## config.mk

```make
export PLATFORM = sky130hd
export DESIGN_NAME = line_quality_monitor
export DESIGN_NICKNAME = d
export VERILOG_FILES = /design/src/rtl/lqm_pkg.sv /design/src/rtl/lqm_window_timer.sv /design/src/rtl/lqm_hit_tracker.sv /design/src/rtl/lqm_hysteresis.sv /design/src/rtl/lqm_irq_pulse.sv /design/src/rtl/line_quality_monitor.sv
export SDC_FILE = /design/constraint.sdc
export NUM_CORES = 1
export LEC_CHECK = 0
export BUFFER_PORTS_ARGS = -buffer_cell sky130_fd_sc_hd__buf_2
export CORE_MARGIN = 1
export CORE_UTILIZATION = 56
export CTS_BUF_LIST = sky130_fd_sc_hd__clkbuf_4 sky130_fd_sc_hd__clkbuf_8
export DETAILED_ROUTE_END_ITERATION = 10
export GPL_TIMING_DRIVEN = 1
export HOLD_SLACK_MARGIN = 0.08
export PLACE_DENSITY = 0.88
export SYNTH_ARGS = -nofsm -noshare
export SYNTH_HDL_FRONTEND = slang
export SYNTH_SLANG_ARGS = --single-unit
```

## constraint.sdc

```tcl
create_clock -name clk -period 2.5 [get_ports clk]
set_clock_uncertainty 0.15 [all_clocks]
set_input_delay 0.25 -clock clk [delete_from_list [all_inputs] [get_ports clk]]
set_output_delay 0.25 -clock clk [all_outputs]
set_load 0.05 [all_outputs]
```

## src/rtl/lqm_pkg.sv

```systemverilog
package lqm_pkg;

  typedef enum logic {
    LINE_BAD  = 1'b0,
    LINE_GOOD = 1'b1
  } line_state_e;

  localparam int GOOD_BIT_POS = 6;
  localparam int STATUS_W     = 8;

endpackage

```

## src/rtl/lqm_window_timer.sv

```systemverilog
module lqm_window_timer #(
  parameter int WIN_CYCLES = 1024
) (
  input  logic clk,
  input  logic rst,
  output logic win_last
);
  localparam int TW = (WIN_CYCLES > 2) ? $clog2(WIN_CYCLES) : 1;
  localparam logic [TW-1:0] LAST = TW'(WIN_CYCLES - 1);

  logic [TW-1:0] phase_q;

  assign win_last = (phase_q == LAST);

  always_ff @(posedge clk) begin
    if (rst)           phase_q <= '0;
    else if (win_last) phase_q <= '0;
    else               phase_q <= phase_q + 1'b1;
  end
endmodule

```

## src/rtl/lqm_hit_tracker.sv

```systemverilog
module lqm_hit_tracker (
  input  logic clk,
  input  logic rst,
  input  logic bad_sym,
  input  logic win_last,
  output logic win_hit
);
  logic seen_q;

  // Include the current cycle so a strobe on the closing edge still counts.
  assign win_hit = seen_q | bad_sym;

  always_ff @(posedge clk) begin
    if (rst)           seen_q <= 1'b0;
    else if (win_last) seen_q <= 1'b0;
    else               seen_q <= win_hit;
  end
endmodule

```

## src/rtl/lqm_hysteresis.sv

```systemverilog
module lqm_hysteresis
  import lqm_pkg::*;
#(
  parameter int CNT_W = 3
) (
  input  logic             clk,
  input  logic             rst,
  input  logic             win_last,
  input  logic             win_hit,
  output line_state_e      state,
  output logic [CNT_W-1:0] count,
  output logic             flip
);
  localparam logic [CNT_W-1:0] CNT_TOP = {CNT_W{1'b1}};

  line_state_e      state_q, state_d;
  logic [CNT_W-1:0] cnt_q, cnt_d;

  always_comb begin
    cnt_d = cnt_q;
    if (win_last) begin
      if (win_hit) cnt_d = (cnt_q == CNT_TOP) ? cnt_q : cnt_q + 1'b1;
      else         cnt_d = (cnt_q == '0)      ? cnt_q : cnt_q - 1'b1;
    end
  end

  always_comb begin
    state_d = state_q;
    if (win_last) begin
      if (state_q == LINE_BAD  && cnt_d == '0)      state_d = LINE_GOOD;
      if (state_q == LINE_GOOD && cnt_d == CNT_TOP) state_d = LINE_BAD;
    end
  end

  assign flip  = (state_d != state_q);
  assign state = state_q;
  assign count = cnt_q;

  always_ff @(posedge clk) begin
    if (rst) begin
      state_q <= LINE_BAD;
      cnt_q   <= CNT_TOP;
    end else begin
      state_q <= state_d;
      cnt_q   <= cnt_d;
    end
  end
endmodule

```

## src/rtl/lqm_irq_pulse.sv

```systemverilog
module lqm_irq_pulse (
  input  logic clk,
  input  logic rst,
  input  logic flip,
  input  logic enable,
  output logic irq
);
  always_ff @(posedge clk) begin
    if (rst) irq <= 1'b0;
    else     irq <= flip & enable;
  end
endmodule

```

## src/rtl/line_quality_monitor.sv

```systemverilog
module line_quality_monitor
  import lqm_pkg::*;
#(
  parameter int WIN_CYCLES = 1024,
  parameter int CNT_W      = 3
) (
  input  logic                clk,
  input  logic                rst,
  input  logic                bad_sym,
  input  logic                irq_en,
  output logic                line_good,
  output logic [STATUS_W-1:0] status_word,
  output logic [CNT_W-1:0]    win_count,
  output logic                irq
);
  logic        win_last;
  logic        win_hit;
  logic        flip;
  line_state_e state;

  lqm_window_timer #(.WIN_CYCLES(WIN_CYCLES)) u_timer (
    .clk      (clk),
    .rst      (rst),
    .win_last (win_last)
  );

  lqm_hit_tracker u_hits (
    .clk      (clk),
    .rst      (rst),
    .bad_sym  (bad_sym),
    .win_last (win_last),
    .win_hit  (win_hit)
  );

  lqm_hysteresis #(.CNT_W(CNT_W)) u_hyst (
    .clk      (clk),
    .rst      (rst),
    .win_last (win_last),
    .win_hit  (win_hit),
    .state    (state),
    .count    (win_count),
    .flip     (flip)
  );

  lqm_irq_pulse u_irq (
    .clk    (clk),
    .rst    (rst),
    .flip   (flip),
    .enable (irq_en),
    .irq    (irq)
  );

  assign line_good = (state == LINE_GOOD);

  always_comb begin
    status_word = '0;
    status_word[GOOD_BIT_POS] = line_good;
  end
endmodule

```

* Word level (Yosys, flattened, before mapping)
Index checks and enable logic that the tools add are counted.
Word-level totals: bits in registers 16, bits in latches 0, bits in writable memories 0, bits in read-only memories 0, bits of input ports 4, logic and storage cells 27, memories 0
Operators by class: add/sub/neg operators 3, multiply operators 0, div/mod/pow operators 0, order comparisons 0, equality and inequality tests 4, shifts and indexed selects 0, multiplexer cells 7, bitwise gates (word level) 3, reduce and logical (&&, ||, !) cells 5
Operators with widths (count):
- 3-bit 2-to-1 mux | 4
- 10-bit by 1-bit adder with 10-bit output (second input constant) | 1
- 10-bit equality test (second input constant) | 1
- 3-bit equality test (second input constant) | 2
- 3-bit zero test | 2
- 3-bit by 1-bit adder with 3-bit output (second input constant) | 1
- 1-bit 2-to-1 mux | 3
- 3-bit by 1-bit subtractor with 3-bit output (second input constant) | 1
- 1-bit logical AND | 2
- 2-bit OR reduction | 1
- 1-bit bitwise AND | 1
- 1-bit != test | 1
- 1-bit NOT | 1
- 1-bit bitwise OR | 1

* Depth between registers and ports, before layout
depth in word-level cells 11, mapped depth 9, gate-level depth less buffers 9

* By module
A second synthesis with hierarchy kept.
Unflattened totals: cells, all modules 107, area, all modules 934.6 µm²
By module, submodules not included:
- lqm_window_timer | instances 1, cells each 54, area each 466.7 µm², seq. area each 200.2 µm²
- lqm_hysteresis | instances 1, cells each 39, area each 341.6 µm², seq. area each 80.1 µm²
- line_quality_monitor | instances 1, cells each 9, area each 63.8 µm², seq. area each 0.0 µm²
- lqm_hit_tracker | instances 1, cells each 3, area each 33.8 µm², seq. area each 20.0 µm²
- lqm_irq_pulse | instances 1, cells each 2, area each 28.8 µm², seq. area each 20.0 µm²

* Worst setup path after synthesis
No wires, ideal clock.
path type reg2reg, from reg u_hyst.cnt_q[0], in the netlist u_hyst.count[0], to reg u_hyst.state_q, in the netlist u_hyst.state, library setup time 130 ps, data arrival time 2219 ps, required time 2220 ps, slack 1 ps, cell stages (with the launch flop) 9, path buffers 0, cell sequence dfxtp_1 inv_1 ha_1 ha_1 nor2_1 a2111oi_2 or2_2 o41ai_1 a21oi_1
On the way: longest elaborated chain between the ends 9
Ends and longest elaborated chain:
- start: declaration | line lqm_hysteresis.sv:17 | logic [CNT_W-1:0] cnt_q, cnt_d;
- start signal: assignment | line lqm_hysteresis.sv:45 | cnt_q <= cnt_d;
- 3-bit by 1-bit subtractor with 3-bit output, or another cell as far along | line lqm_hysteresis.sv:23 | else cnt_d = (cnt_q == '0) ? cnt_q : cnt_q - 1'b1;
- 3-bit 2-to-1 mux (on tied branches) | line lqm_hysteresis.sv:23, lqm_hysteresis.sv:22
- 3-bit 2-to-1 mux | line lqm_hysteresis.sv:22 | if (win_hit) cnt_d = (cnt_q == CNT_TOP) ? cnt_q : cnt_q + 1'b1;
- 3-bit 2-to-1 mux (*) | line lqm_hysteresis.sv:21 | if (win_last) begin
- 3-bit zero test | line lqm_hysteresis.sv:30 | if (state_q == LINE_BAD && cnt_d == '0) state_d = LINE_GOOD;
- 1-bit logical AND | line lqm_hysteresis.sv:30
- 1-bit 2-to-1 mux | line lqm_hysteresis.sv:30
- 1-bit 2-to-1 mux (*) | line lqm_hysteresis.sv:31 | if (state_q == LINE_GOOD && cnt_d == CNT_TOP) state_d = LINE_BAD;
- 1-bit 2-to-1 mux (*) | line lqm_hysteresis.sv:29 | if (win_last) begin
- end signal: assignment | line lqm_hysteresis.sv:44 | state_q <= state_d;
- end: declaration | line lqm_hysteresis.sv:16 | line_state_e state_q, state_d;
Mark *: on every way between the ends. The rest lies on a longest branch, timed or not. A chain may end at the register's enable or synchronous reset.

* Worst setup path after layout
from reg u_hyst.cnt_q[0], in the netlist u_hyst.count[0], to reg u_irq.irq
On the way: longest elaborated chain between the ends 11
Ends and longest elaborated chain:
- 3-bit by 1-bit subtractor with 3-bit output, or another cell as far along | line lqm_hysteresis.sv:23
- 3-bit 2-to-1 mux (on tied branches) | line lqm_hysteresis.sv:23, lqm_hysteresis.sv:22
- 3-bit 2-to-1 mux | line lqm_hysteresis.sv:22
- 3-bit 2-to-1 mux (*) | line lqm_hysteresis.sv:21
- 3-bit zero test | line lqm_hysteresis.sv:30
- 1-bit logical AND | line lqm_hysteresis.sv:30
- 1-bit 2-to-1 mux | line lqm_hysteresis.sv:30
- 1-bit 2-to-1 mux (*) | line lqm_hysteresis.sv:31
- 1-bit 2-to-1 mux (*) | line lqm_hysteresis.sv:29
- 1-bit != test (*) | line lqm_hysteresis.sv:35 | assign flip = (state_d != state_q);
- 1-bit bitwise AND (*) | line lqm_irq_pulse.sv:10 | else irq <= flip & enable;
- end signal: assignment | line lqm_irq_pulse.sv:10
- end: declaration | line lqm_irq_pulse.sv:6 | output logic irq
Marks and branches as above.

==> results.tsv <==
metric	value	unit
rows	13	
synth_top_area_frac	0.366	
overflow	0	
drc	0	
cp_num_buf_inv	1	
drt-initial-drc-count	14	
grt_pass1_vias	630	
max_slew_margin	0.629	
end_kind	register	
intPower	0.327	mW
yosys.area_share.simple	0.227	
cts_buffers	3	
max_freq	427	MHz
critical_path.top_delay_family	compound AO/OA/AOI/OAI gates	
instances_no_fill	124	
grt_max_degree	10	
synth_top_family_by_area	simple AND/OR/NAND/NOR gates	
pre_cts_ws	0.215	ns
path_cells	inv_1, ha_1, ha_1, nor2_1, a2111oi_4, o21ai_1, or4_1, a21oi_1	
antenna_found_initial	0	
wl_per_cell	12.3	um
cts_tree	done	
cp.arrival	2.42	ns
drt-pass1-iter-count	4	
synthMuxAreaShare	0	
path_class	register to register	
switching_share	0.269	
h-tree-depth	1	
synth_compound_area_frac	0.143	
p_leak	0.401	nW
rr_startpoint	u_hyst.count[0]	
synth.avg_cell_area	8.94	um2
antenna_left	0	
crit_start	u_hyst.count[0]	
fin_ws	0.156	ns
clkTransAtPathRegs	0.09	ns
synth-edff-count	0	
coreArea	1380	um2
maxCapViolCount	0	
synth_xor_area_frac	0.0900	
power_density	468	nW/um2
start_util	0.633	
final-setup-viol-count	0	
numClockSinks	16	
drt-total-wl	1.53	mm
finalMaxSlewViolations	0	
grt_pass1_wl	2.56	mm
dp.final_hpwl	1.12	mm
clock_latency	0.29	ns
hold_viol	0	
postCtsSetupBuffers	0	
ys_warn_count	0	
ys.flop_type	dfxtp_1	
drive_gt1_frac	0.220	
hold_start	bad_sym	
r2r_slack	0.16	ns
power_frac_seq	0.591	
n_antenna_cell	0	
die_h	41.5	um
combPwrFrac	0.107	
ys_types	35	
gp_congestion	0.830	
die-area	1730	um2
cts_max_path_buffers	2	
synth_seq_cells	16	
switching_power	0.121	mW
die_x	41.5	um
crit_slowest_cell	or4_1	
seq_area_frac_synth	0.366	
clock_power_share	0.301	
ios	17	
grt_use_total	0.194	
place_inst	119	
whs	0.151	ns
worstMarginPinSlew	0.551	ns
hold_path.class	input port to register	
cts-root-buf	clkbuf_4	
num_vias	665	
port_buffers	9	
synth_area_leaders	dfxtp_1, ha_1, buf_4	
status	completed	
fin_nets	120	
critical-path-max-stage-delay	0.43	ns
synth_common_cells	dfxtp_1, nor2_1, buf_4	
worst-path-max-fanout	4	
syn_area	876	um2
yosysTopAreaCell	dfxtp_1	
area_growth	9.29	%
min_period	2.34	ns
synth-adder-area-share	0.0714	
crit_required	2.58	ns
synthArstFlopShare	0	
syn-instance-count	98	
timing.final.crit_share	0.937	
crit_top_cell	ha_1	
vias_per_cell	5.36	
ir_drop	0.268	mV
yosysMostFrequentCell	dfxtp_1	
critPathLaunchType	register	
layout make-up:
| class | instances | area (um2) |
|---|---|---|
| clock buffer | 3 | 22.5 |
| fill | 114 | 425 |
| inverter | 5 | 18.8 |
| multi-input combinational | 73 | 504 |
| sequential | 16 | 320 |
| tap | 15 | 18.8 |
| timing repair buffer | 12 | 72.6 |
metrics by stage:
stage / setup TNS (ns) / instance area [um2] / total power, mW / util
2_1_floorplan: 0 / 898 / 0.318 / -
3_3_place_gp: 0 / 902 / 0.315 / 0.652
3_5_place_dp: 0 / 902 / 0.316 / 0.652
4_1_cts: 0 / 945 / 0.452 / 0.683
5_1_grt: -0.0103 / 957 / 0.467 / 0.692
6_report: 0 / 957 / 0.448 / 0.692
metal layers:
layer | global-route usage | share of wire
met2 | 0.319 | 0.49
met5 | 0 | 0
met1 | 0.220 | 0.46
met4 | 0.0645 | 0.0052
met3 | 0.0913 | 0.051
sequential cells by signal, summed over array words and instances (netlist names):
signal,flops
u_timer.phase_q,10
u_hyst.state,1
u_hits.seen_q,1
u_hyst.count,3
u_irq.irq,1
layout by cell type, fill, tap and decap left out, types with 2 or more instances in the layout:
master and instances:
conb_1 7, xor2_1 6, a21oi_1 4, nand4_1 3
or2_2 2, xnor2_1 3, dlygate4sd3_1 2, ha_1 5
nand3_1 4, nand2_1 2, buf_2 9, inv_1 5
o21ai_0 2, and4_4 2, dfxtp_1 16, nor2_1 14
clkbuf_4 3
tightest hold or removal path: stages:
cell and delay [ns]:
buf_2 0.14, nor2_2 0.09, nor2_1 0.08
cell families after synthesis:
| logic type | count (synthesis) |
|---|---|
| simple gates | 36 |
| compound gates | 16 |
| flops | 16 |
| buf+inv | 15 |
| xor+xnor | 9 |
| fa+ha+maj | 5 |
| other cells | 1 |
worst paths after layout:
path,to,cells after the start
max,u_irq.irq,8
max reg2reg,u_irq.irq,8
min reg2reg,u_timer.phase_q[0],1
min,u_hits.seen_q,3
power by group through the flow:
stage	sequential [mW]	combinational, mW	clock (mW)
after detailed placement	0.270	0.0452	0
after CTS	0.264	0.0477	0.140
after global placement	0.270	0.0448	0
final	0.265	0.0481	0.135
after floorplan	0.270	0.0487	0
after global routing	0.266	0.0527	0.149
what timing repair did:
action | 4_1_cts | 5_1_grt
resized for setup | 0 | 1
hold endpoints to repair | 5 | 0
hold buffers | 2 | 0
setup endpoints to repair | 0 | 1
(Power assumes the default switching activity.)
